**src/rtl/fir8_pkg.sv**
```systemverilog
package fir8_pkg;
  // Rising edges from the accepting edge to the edge that updates out_data:
  // operand regs, product regs, group adder, chain link, chain adder, round/sat.
  localparam int FIR_PIPE_LAT = 6;
  // Number of four-product groups joined on the chain.
  localparam int FIR_NGRP     = 2;
endpackage

```
**src/rtl/fir8_tapline.sv**
```systemverilog
module fir8_tapline #(
  parameter int DW   = 18,
  parameter int NTAP = 8
) (
  input  logic                      clk,
  input  logic                      rst,
  input  logic                      in_valid,
  input  logic [DW-1:0]             in_data,
  output logic [NTAP-1:0][DW-1:0]   taps
);
  // Position 0 holds the newest accepted sample.
  always_ff @(posedge clk) begin
    if (rst)           taps[0] <= '0;
    else if (in_valid) taps[0] <= in_data;
  end

  for (genvar k = 1; k < NTAP; k++) begin : g_shift
    always_ff @(posedge clk) begin
      if (rst)           taps[k] <= '0;
      else if (in_valid) taps[k] <= taps[k-1];
    end
  end

  // a new sample enters only under the strobe
  assert_shift_in_R4: assert property (@(posedge clk) disable iff (rst)
    in_valid |=> (taps[0] == $past(in_data)));
  // idle cycles keep the whole history
  assert_hold_idle_R4: assert property (@(posedge clk) disable iff (rst)
    !in_valid |=> $stable(taps));
endmodule

```
**src/rtl/fir8_mac4.sv**
```systemverilog
module fir8_mac4 #(
  parameter int DW      = 18,
  parameter int CW      = 18,
  parameter int GRP     = 4,
  parameter int CHW     = 44,
  parameter bit LINK_IN = 1'b0,
  parameter logic [GRP-1:0][CW-1:0] COEFS = '0
) (
  input  logic                     clk,
  input  logic                     rst,
  input  logic [GRP-1:0][DW-1:0]   taps,
  input  logic [CHW-1:0]           link_in,
  output logic [CHW-1:0]           link_out
);
  localparam int PW = DW + CW;
  localparam int SW = PW + $clog2(GRP);

  logic signed [DW-1:0] xa [GRP];
  logic signed [CW-1:0] ca [GRP];
  logic signed [PW-1:0] pr [GRP];
  logic signed [SW-1:0] acc, acc_r;
  logic signed [CHW-1:0] acc_x;

  for (genvar k = 0; k < GRP; k++) begin : g_mul
    always_ff @(posedge clk) begin
      if (rst) begin
        xa[k] <= '0;
        ca[k] <= '0;
        pr[k] <= '0;
      end else begin
        xa[k] <= taps[k];
        ca[k] <= COEFS[k];
        pr[k] <= xa[k] * ca[k];
      end
    end
  end

  always_comb begin
    acc = '0;
    for (int k = 0; k < GRP; k++) acc = acc + SW'(pr[k]);
  end

  always_ff @(posedge clk) begin
    if (rst) acc_r <= '0;
    else     acc_r <= acc;
  end

  assign acc_x = CHW'(acc_r);

  if (LINK_IN) begin : g_link
    // Compensation register: matches the head group's registered chain output.
    logic signed [CHW-1:0] comp_r;
    always_ff @(posedge clk) begin
      if (rst) begin
        comp_r   <= '0;
        link_out <= '0;
      end else begin
        comp_r   <= acc_x;
        link_out <= comp_r + link_in;
      end
    end
  end else begin : g_head
    logic unused_link;
    assign unused_link = ^link_in;
    always_ff @(posedge clk) begin
      if (rst) link_out <= '0;
      else     link_out <= acc_x;
    end
  end
endmodule

```
**src/rtl/fir8_round_sat.sv**
```systemverilog
module fir8_round_sat #(
  parameter int CHW    = 44,
  parameter int OW     = 18,
  parameter int RSHIFT = 15
) (
  input  logic            clk,
  input  logic            rst,
  input  logic [CHW-1:0]  tot,
  output logic [OW-1:0]   y
);
  localparam logic signed [CHW-1:0] HALF = CHW'(1) << (RSHIFT - 1);
  localparam logic signed [CHW-1:0] MAXV = CHW'((64'sd1 <<< (OW - 1)) - 1);
  localparam logic signed [CHW-1:0] MINV = -MAXV - CHW'(1);

  logic signed [CHW-1:0] biased, shifted;
  logic        [OW-1:0]  clamped;

  always_comb begin
    biased  = $signed(tot) + HALF;
    shifted = biased >>> RSHIFT;
    if (shifted > MAXV)      clamped = MAXV[OW-1:0];
    else if (shifted < MINV) clamped = MINV[OW-1:0];
    else                     clamped = shifted[OW-1:0];
  end

  always_ff @(posedge clk) begin
    if (rst) y <= '0;
    else     y <= clamped;
  end

  // totals beyond the limits land on the limits
  assert_clamp_hi_R5: assert property (@(posedge clk) disable iff (rst)
    ((($signed(tot) + HALF) >>> RSHIFT) > MAXV) |=> (y == MAXV[OW-1:0]));
  assert_clamp_lo_R5: assert property (@(posedge clk) disable iff (rst)
    ((($signed(tot) + HALF) >>> RSHIFT) < MINV) |=> (y == MINV[OW-1:0]));
endmodule

```
**src/rtl/fir8_cascade.sv**
```systemverilog
module fir8_cascade
  import fir8_pkg::*;
#(
  parameter int DW     = 18,
  parameter int CW     = 18,
  parameter int GRP    = 4,
  parameter int CHW    = 44,
  parameter int OW     = 18,
  parameter int RSHIFT = 15,
  parameter logic [FIR_NGRP*GRP-1:0][CW-1:0] COEFS = {
    18'sd900, -18'sd2500, 18'sd4500, 18'sd12000,
    18'sd16000, 18'sd7000, -18'sd1500, 18'sd3000 }
) (
  input  logic          clk,
  input  logic          rst,
  input  logic          in_valid,
  input  logic [DW-1:0] in_data,
  output logic          out_valid,
  output logic [OW-1:0] out_data
);
  localparam int NTAP = FIR_NGRP * GRP;
  localparam int LAT  = FIR_PIPE_LAT;
  localparam int AGEW = $clog2(LAT + 2) + 1;

  logic [NTAP-1:0][DW-1:0] taps;
  logic [CHW-1:0]          link_w [FIR_NGRP+1];
  logic [LAT:0]            vld_sr;

  fir8_tapline #(.DW(DW), .NTAP(NTAP)) u_tapline (
    .clk(clk), .rst(rst), .in_valid(in_valid), .in_data(in_data), .taps(taps));

  assign link_w[0] = '0;

  for (genvar g = 0; g < FIR_NGRP; g++) begin : g_grp
    fir8_mac4 #(
      .DW(DW), .CW(CW), .GRP(GRP), .CHW(CHW),
      .LINK_IN(g > 0),
      .COEFS(COEFS[g*GRP +: GRP])
    ) u_mac4 (
      .clk(clk), .rst(rst),
      .taps(taps[g*GRP +: GRP]),
      .link_in(link_w[g]),
      .link_out(link_w[g+1]));
  end

  fir8_round_sat #(.CHW(CHW), .OW(OW), .RSHIFT(RSHIFT)) u_round_sat (
    .clk(clk), .rst(rst), .tot(link_w[FIR_NGRP]), .y(out_data));

  always_ff @(posedge clk) begin
    if (rst) vld_sr <= '0;
    else     vld_sr <= {vld_sr[LAT-1:0], in_valid};
  end
  assign out_valid = vld_sr[LAT];

  // Edges since reset release, for the latency check below.
  logic [AGEW-1:0] chk_age;
  always_ff @(posedge clk) begin
    if (rst)                       chk_age <= '0;
    else if (chk_age <= AGEW'(LAT)) chk_age <= chk_age + 1'b1;
  end

  // reset clears the output side
  assert_reset_clear_R1: assert property (@(posedge clk)
    rst |=> (!out_valid && out_data == '0));
  // one result per accepted sample, fixed latency
  assert_latency_R2: assert property (@(posedge clk) disable iff (rst)
    (chk_age >= AGEW'(LAT + 1)) |-> (out_valid == $past(in_valid, LAT + 1)));
endmodule

```
**config.mk**
```make
export PLATFORM = sky130hd
export DESIGN_NAME = fir8_cascade
export DESIGN_NICKNAME = d
export VERILOG_FILES = /design/src/rtl/fir8_pkg.sv /design/src/rtl/fir8_tapline.sv /design/src/rtl/fir8_mac4.sv /design/src/rtl/fir8_round_sat.sv /design/src/rtl/fir8_cascade.sv
export SDC_FILE = /design/constraint.sdc
export NUM_CORES = 2
export LEC_CHECK = 0
export ABC_AREA = 1
export BUFFER_PORTS_ARGS = -buffer_cell sky130_fd_sc_hd__buf_2
export CORE_MARGIN = 2
export CORE_UTILIZATION = 44
export CTS_CLUSTER_DIAMETER = 40
export CTS_CLUSTER_SIZE = 14
export DETAILED_ROUTE_END_ITERATION = 8
export PLACE_DENSITY_LB_ADDON = 0.15
export SYNTH_ARGS = -nofsm -noshare
export SYNTH_HDL_FRONTEND = slang
export SYNTH_SLANG_ARGS = --single-unit
```
**constraint.sdc**
```tcl
create_clock -name clk -period 7.78 [get_ports clk]
set_clock_uncertainty 0.05 [all_clocks]
set_input_delay 0.389 -clock clk [delete_from_list [all_inputs] [get_ports clk]]
set_output_delay 0.389 -clock clk [all_outputs]
set_load 0.01 [all_outputs]
```
Word-level counts from Yosys, hierarchy flattened --
Memories as Yosys holds them, arrays and structs flattened. Cells that the tools add are included.
Word-level totals: input bits 21, output and inout port bits 19, memories kept 6, register bits after elaboration 365, word-level logic and storage cells 94, RAM bits 560
Memories:
- g_grp[0].u_mac4.pr | depth 4, width 36, read ports 4, clocked after memory_dff 0, write ports 4, line fir8_mac4.sv:20 | logic signed [PW-1:0] pr [GRP];
- g_grp[1].u_mac4.pr | depth 4, width 36, read ports 4, clocked after memory_dff 0, write ports 4, line fir8_mac4.sv:20
- g_grp[0].u_mac4.xa | depth 4, width 18, read ports 4, clocked after memory_dff 0, write ports 4, line fir8_mac4.sv:18 | logic signed [DW-1:0] xa [GRP];
- g_grp[1].u_mac4.xa | depth 4, width 18, read ports 4, clocked after memory_dff 0, write ports 4, line fir8_mac4.sv:18
- g_grp[0].u_mac4.ca | depth 4, width 16, read ports 4, clocked after memory_dff 0, write ports 4, line fir8_mac4.sv:19 | logic signed [CW-1:0] ca [GRP];
- g_grp[1].u_mac4.ca | depth 4, width 16, read ports 4, clocked after memory_dff 0, write ports 4, line fir8_mac4.sv:19
Cells by class: muxes and demuxes 29, bitwise gates (word level) 24, multiply operators 8, order comparisons 2, add/sub/neg operators 8, reduce and logical (&&, ||, !) cells 1
Operator list (number):
- 18-bit by 18-bit multiplier with 36-bit output | 8
- 36-bit two-way mux | 8
- 18-bit two-way mux | 9
- 16-bit two-way mux | 8
- 37-bit by 36-bit adder with 38-bit output | 2
- 38-bit by 36-bit adder with 38-bit output | 2
- 36-bit by 36-bit adder with 37-bit output | 2
- 44-bit by 16-bit adder with 44-bit output, second input constant | 1
- 38-bit by 38-bit adder with 39-bit output | 1
- 29-bit by 18-bit greater-than comparator with 1-bit output, second input constant | 1
- 29-bit by 18-bit < comparator with 1-bit output, second input constant | 1
- 1-bit bitwise OR | 24
- 17-bit two-way mux | 1
- 1-bit two-way mux | 3
- 2-bit OR reduction | 1

Longest topological paths before layout --
depth in word-level cells 4, depth in mapped cells 30, mapped depth without buffers 28

Hierarchy --
A second synthesis with hierarchy kept.
Unflattened totals: cells, all modules 9654, area, all modules 74467.7 um^2
Modules (own cells, without submodules):
- fir8_mac4 at g_grp[1].u_mac4 | cells an instance 4530, area an instance 34800.9 um^2, times used 1
- fir8_mac4 at g_grp[0].u_mac4 | cells an instance 3937, area an instance 31924.4 um^2, times used 1
- fir8_tapline | cells an instance 912, area an instance 5935.7 um^2, times used 1
- fir8_round_sat | cells an instance 253, area an instance 1610.3 um^2, times used 1
- fir8_cascade | cells an instance 22, area an instance 196.4 um^2, times used 1

Worst setup path after synthesis --
No wires, ideal clock.
kind reg-to-reg, from mem g_grp[0].u_mac4.ca[3][10] in the netlist's numbering, to mem g_grp[0].u_mac4.pr[1][34] in the netlist's numbering, setup time 115 ps, slack 1848 ps, clock period less this slack 5932 ps, data arrival time 5767 ps, stages on the path, launching flop included 22, path buffers 2, path through dfxtp_1 buf_2 buf_1 nand2_1 inv_1 fa_1 fa_1 inv_1 fa_1 fa_1 inv_1 fa_1 fa_1 ha_1 a21oi_1 o21ai_0 a21oi_1 o21ai_0 a31oi_1 nand3_1 nand2_1 nor2_1
RTL lines (line):
- start: declaration | fir8_mac4.sv:19
- end: declaration | fir8_mac4.sv:20

==> results.cfg <==
[sta]
min_period_ps = 6720
max_freq_mhz = 149
tns_ps = 0
setup_viol = 0
tightest_slew_ps = 1490
final_max_slew_viol_count = 0
setup_ws_ps = 1060
post-route-period-util_pct = 86.4
hold_violations = 0
maxSlewHeadroom_pct = 0.474
rsz0062_at_grt = no

[synthesis]
ys_ff_latch = 745
synth_top_family_by_area = adder cells
synth-xor-area-share_pct = 0.848
synth_edf_count = 0
synth_cells = 8132
postSynth.asyncResetShare_pct = 0
yosys_warnings = 0
yosysSeqAreaShare_pct = 21.9
syn-cell-area_um2 = 68200
synth_mux_area_share_pct = 0
ys_types = 49
synth_compound_gate_area_share_pct = 10.9
synth-main-ff-cell = dfxtp_1
avgSynthCellArea_um2 = 8.38
synthSimpleGateAreaFrac_pct = 13.4
synthAdderAreaFrac_pct = 43.0

[cts]
cts_setup_buffers = 0
clkSlewWorstSetupHoldPaths_ps = 60
postCtsHoldBufs = 20
cts.repair.resized = 0
numCtsBuffers = 115
htreeDepth = 3
cts_tree = yes
clock_sinks = 745
clock_latency_ps = 750
clockRootBuffer = clkbuf_16
clock_path_buffers = 3

[worst_hold_path]
min_path_cells = 3
hold_end = u_tapline.taps[11]$_SDFFE_PP0P_
holdCritPathClass = in -> reg
hold_start = in_data[11]

[setup_path]
regToRegSetupSlack_ps = 1060
cpMostUsedCell = fa_1
rr_endpoint = g_grp[1].u_mac4.pr[2][34]$_SDFF_PP0_
crit_path_max_fanout = 42
cp.depth = 22
arrival_ps = 7280
path_buf_inv = 6
critPathRequiredTime_ps = 8340
path_cells = inv_1, buf_4, nor2_1, fa_1, fa_1, inv_1, fa_1, inv_1, fa_1, inv_1, fa_1, fa_1, inv_1, ha_1, a21oi_1, o21ai_0, a21oi_1, o221ai_1, nor2_1, nand3_1, nand2_1, nor2_1
crit_slowest_cell = dfxtp_4
r2r_cells = 22
slowest_delay_ps = 770
rr_startpoint = g_grp[0].u_mac4.ca[3][10]$_DFF_P_
crit_path_start_kind = flop
end_kind = flop
cp_top_family = adder cells
worst-setup-path-type = reg -> reg

[routing]
drt-initial-drc-count = 2947
viasPerCell = 4.99
postRouteAntennaNets = 0
vias = 51600
wire_per_inst_um = 18.5
wl_um = 191000
drc = 0
firstDrtPassIters = 6

[die]
initial_core_util_pct = 44.3
fp.dieW_um = 398
die-area_um2 = 158000
ioPinCount = 40
rows = 144
core_area_um2 = 154000
die_h_um = 398

[outcome]
status = complete, no violations

[flow_run]
drv_cap = 0

[global_routing]
grt_max_degree = 197
grt_overflow = 0
antenna_found_initial = 1
grt_pass1_vias = 54100
grtUsageTotal_pct = 24.7
grt_pass1_wl_um = 303000

[pwr]
sw_frac_of_total_pct = 39.5
p_per_area_nw_per_um2 = 210
ir_drop_v = 0.000173
pwr-share-comb_pct = 35.2
power.internal_mw = 9.52
p_seq_share_pct = 30.6
switchingPower_mw = 6.21
p_leak_nw = 40.4
pwr-share-clk_pct = 34.2

[layout]
layout.nets = 10100
area_delta_synth_final_pct = 9.97
fin_util_pct = 48.7
final_cell_count_no_fill = 10400
antenna_cells = 0
stdcell_area_um2 = 74900
drive_gt1_share_pct = 3.83

[place]
gp_congestion = 0.942
placed_area_um2 = 70600
place_inst = 10100
place.detailed.hpwl_um = 163000
portBuffers = 39
dpl_worst_slack_ps = 1160
-- how the worst max path moves through the flow --
stage	end	startpoint	slack (ps)
after floorplan	g_grp[0].u_mac4.pr[1][34]$_SDFF_PP0_	g_grp[0].u_mac4.ca[3][10]$_DFF_P_	1850
after global placement	g_grp[1].u_mac4.pr[2][34]$_SDFF_PP0_	g_grp[0].u_mac4.ca[3][10]$_DFF_P_	1190
after detailed placement	g_grp[1].u_mac4.pr[2][34]$_SDFF_PP0_	g_grp[0].u_mac4.ca[3][10]$_DFF_P_	1160
after CTS	g_grp[1].u_mac4.pr[2][34]$_SDFF_PP0_	g_grp[0].u_mac4.ca[3][10]$_DFF_P_	1120
after global routing	g_grp[0].u_mac4.pr[1][34]$_SDFF_PP0_	g_grp[0].u_mac4.ca[3][10]$_DFF_P_	690
final	g_grp[1].u_mac4.pr[2][34]$_SDFF_PP0_	g_grp[0].u_mac4.ca[3][10]$_DFF_P_	1060
-- logic make-up after synthesis --
| family | after synthesis |
|---|---|
| and+or+nand+nor | 2275 |
| adders and majority gates | 1864 |
| buffers and inverters | 1809 |
| AOI/OAI and AO/OA | 1372 |
| DFF | 745 |
| xor gates and xnor gates | 66 |
| other | 1 |
-- state kept, by name, indices dropped and copies added (netlist names), 7 cells and up --
name and cells:
u_round_sat.y 18, g_grp.u_mac4.g_link.comp_r 36, g_grp.u_mac4.xa 144, g_grp.u_mac4.link_out 61, vld_sr 7, g_grp.u_mac4.acc_r 72
u_tapline.taps 144, g_grp.u_mac4.pr 262
-- power by group through the flow --
stage | clock network, mW | registers [mW] | logic [mW]
final | 5.38 | 4.82 | 5.53
after global routing | 5.65 | 4.85 | 6.35
after CTS | 5.49 | 4.83 | 5.55
after detailed placement | 0 | 4.91 | 5.49
after global placement | 0 | 4.91 | 5.48
after floorplan | 0 | 4.60 | 3.88
-- worst min-delay path, delay by kind of cell --
family | cells | cell delay (ps)
compound gates | 1 | 110
buf+inv | 2 | 600
-- metal layers --
metal	GRT usage, %	up-vias	part of all wire, %
li1	-	25800	-
met1	32.7	24500	46
met2	40.8	1000	46
met3	2.78	276	3.8
met4	10.9	0	5.0
met5	0	-	0
-- layout by cell type (no fill, tap or decap), drive strengths merged, types with 9 or more instances in the layout --
cell type,count
bufinv,9
buf,58
or2,12
a31oi,14
o21bai,30
a21oi,738
a21boi,14
o211ai,15
fa,797
xor2,38
nand3,155
o21ai,441
xnor2,28
nor3,59
inv,1720
dfxtp,745
o22a,18
a21o,23
ha,1066
nand4,36
nor4,17
dlygate4sd3,20
clkbuf,133
nor2,967
o21a,52
nand2,1015
clkinv,35
-- synth_stat cells (all sizes together), types with 38 or more instances --
library cell  number  share of area (%)
nand2           1015                5.6
nor2             967                5.4
xor2              38               0.49
a21oi            738                5.5
dfxtp            745                 22
nand3            155                1.2
nor3              59               0.45
ha              1066                 20
o21a              52               0.57
clkbuf            90               0.50
fa               797                 23
o21ai            441                3.2
inv             1680                9.3
-- stage by stage --
stage | power (mW) | hold WS, ps
floorplan | 8.48 | 338
global placement | 10.4 | 341
detailed placement | 10.4 | 345
CTS | 15.9 | 289
global route | 16.8 | 319
finish | 15.7 | 344
-- area by class of cell --
| class | count | area [um^2] |
|---|---|---|
| Fill cell | 15300 | 78900 |
| Multi-Input combinational cell | 5580 | 46400 |
| Sequential cell | 745 | 14900 |
| Inverter | 1686 | 6330 |
| Clock buffer | 133 | 3070 |
| Tap cell | 2044 | 2560 |
| Clock inverter | 84 | 1060 |
| Timing Repair Buffer | 78 | 588 |
No activity file was read; power rests on OpenSTA's default activity.
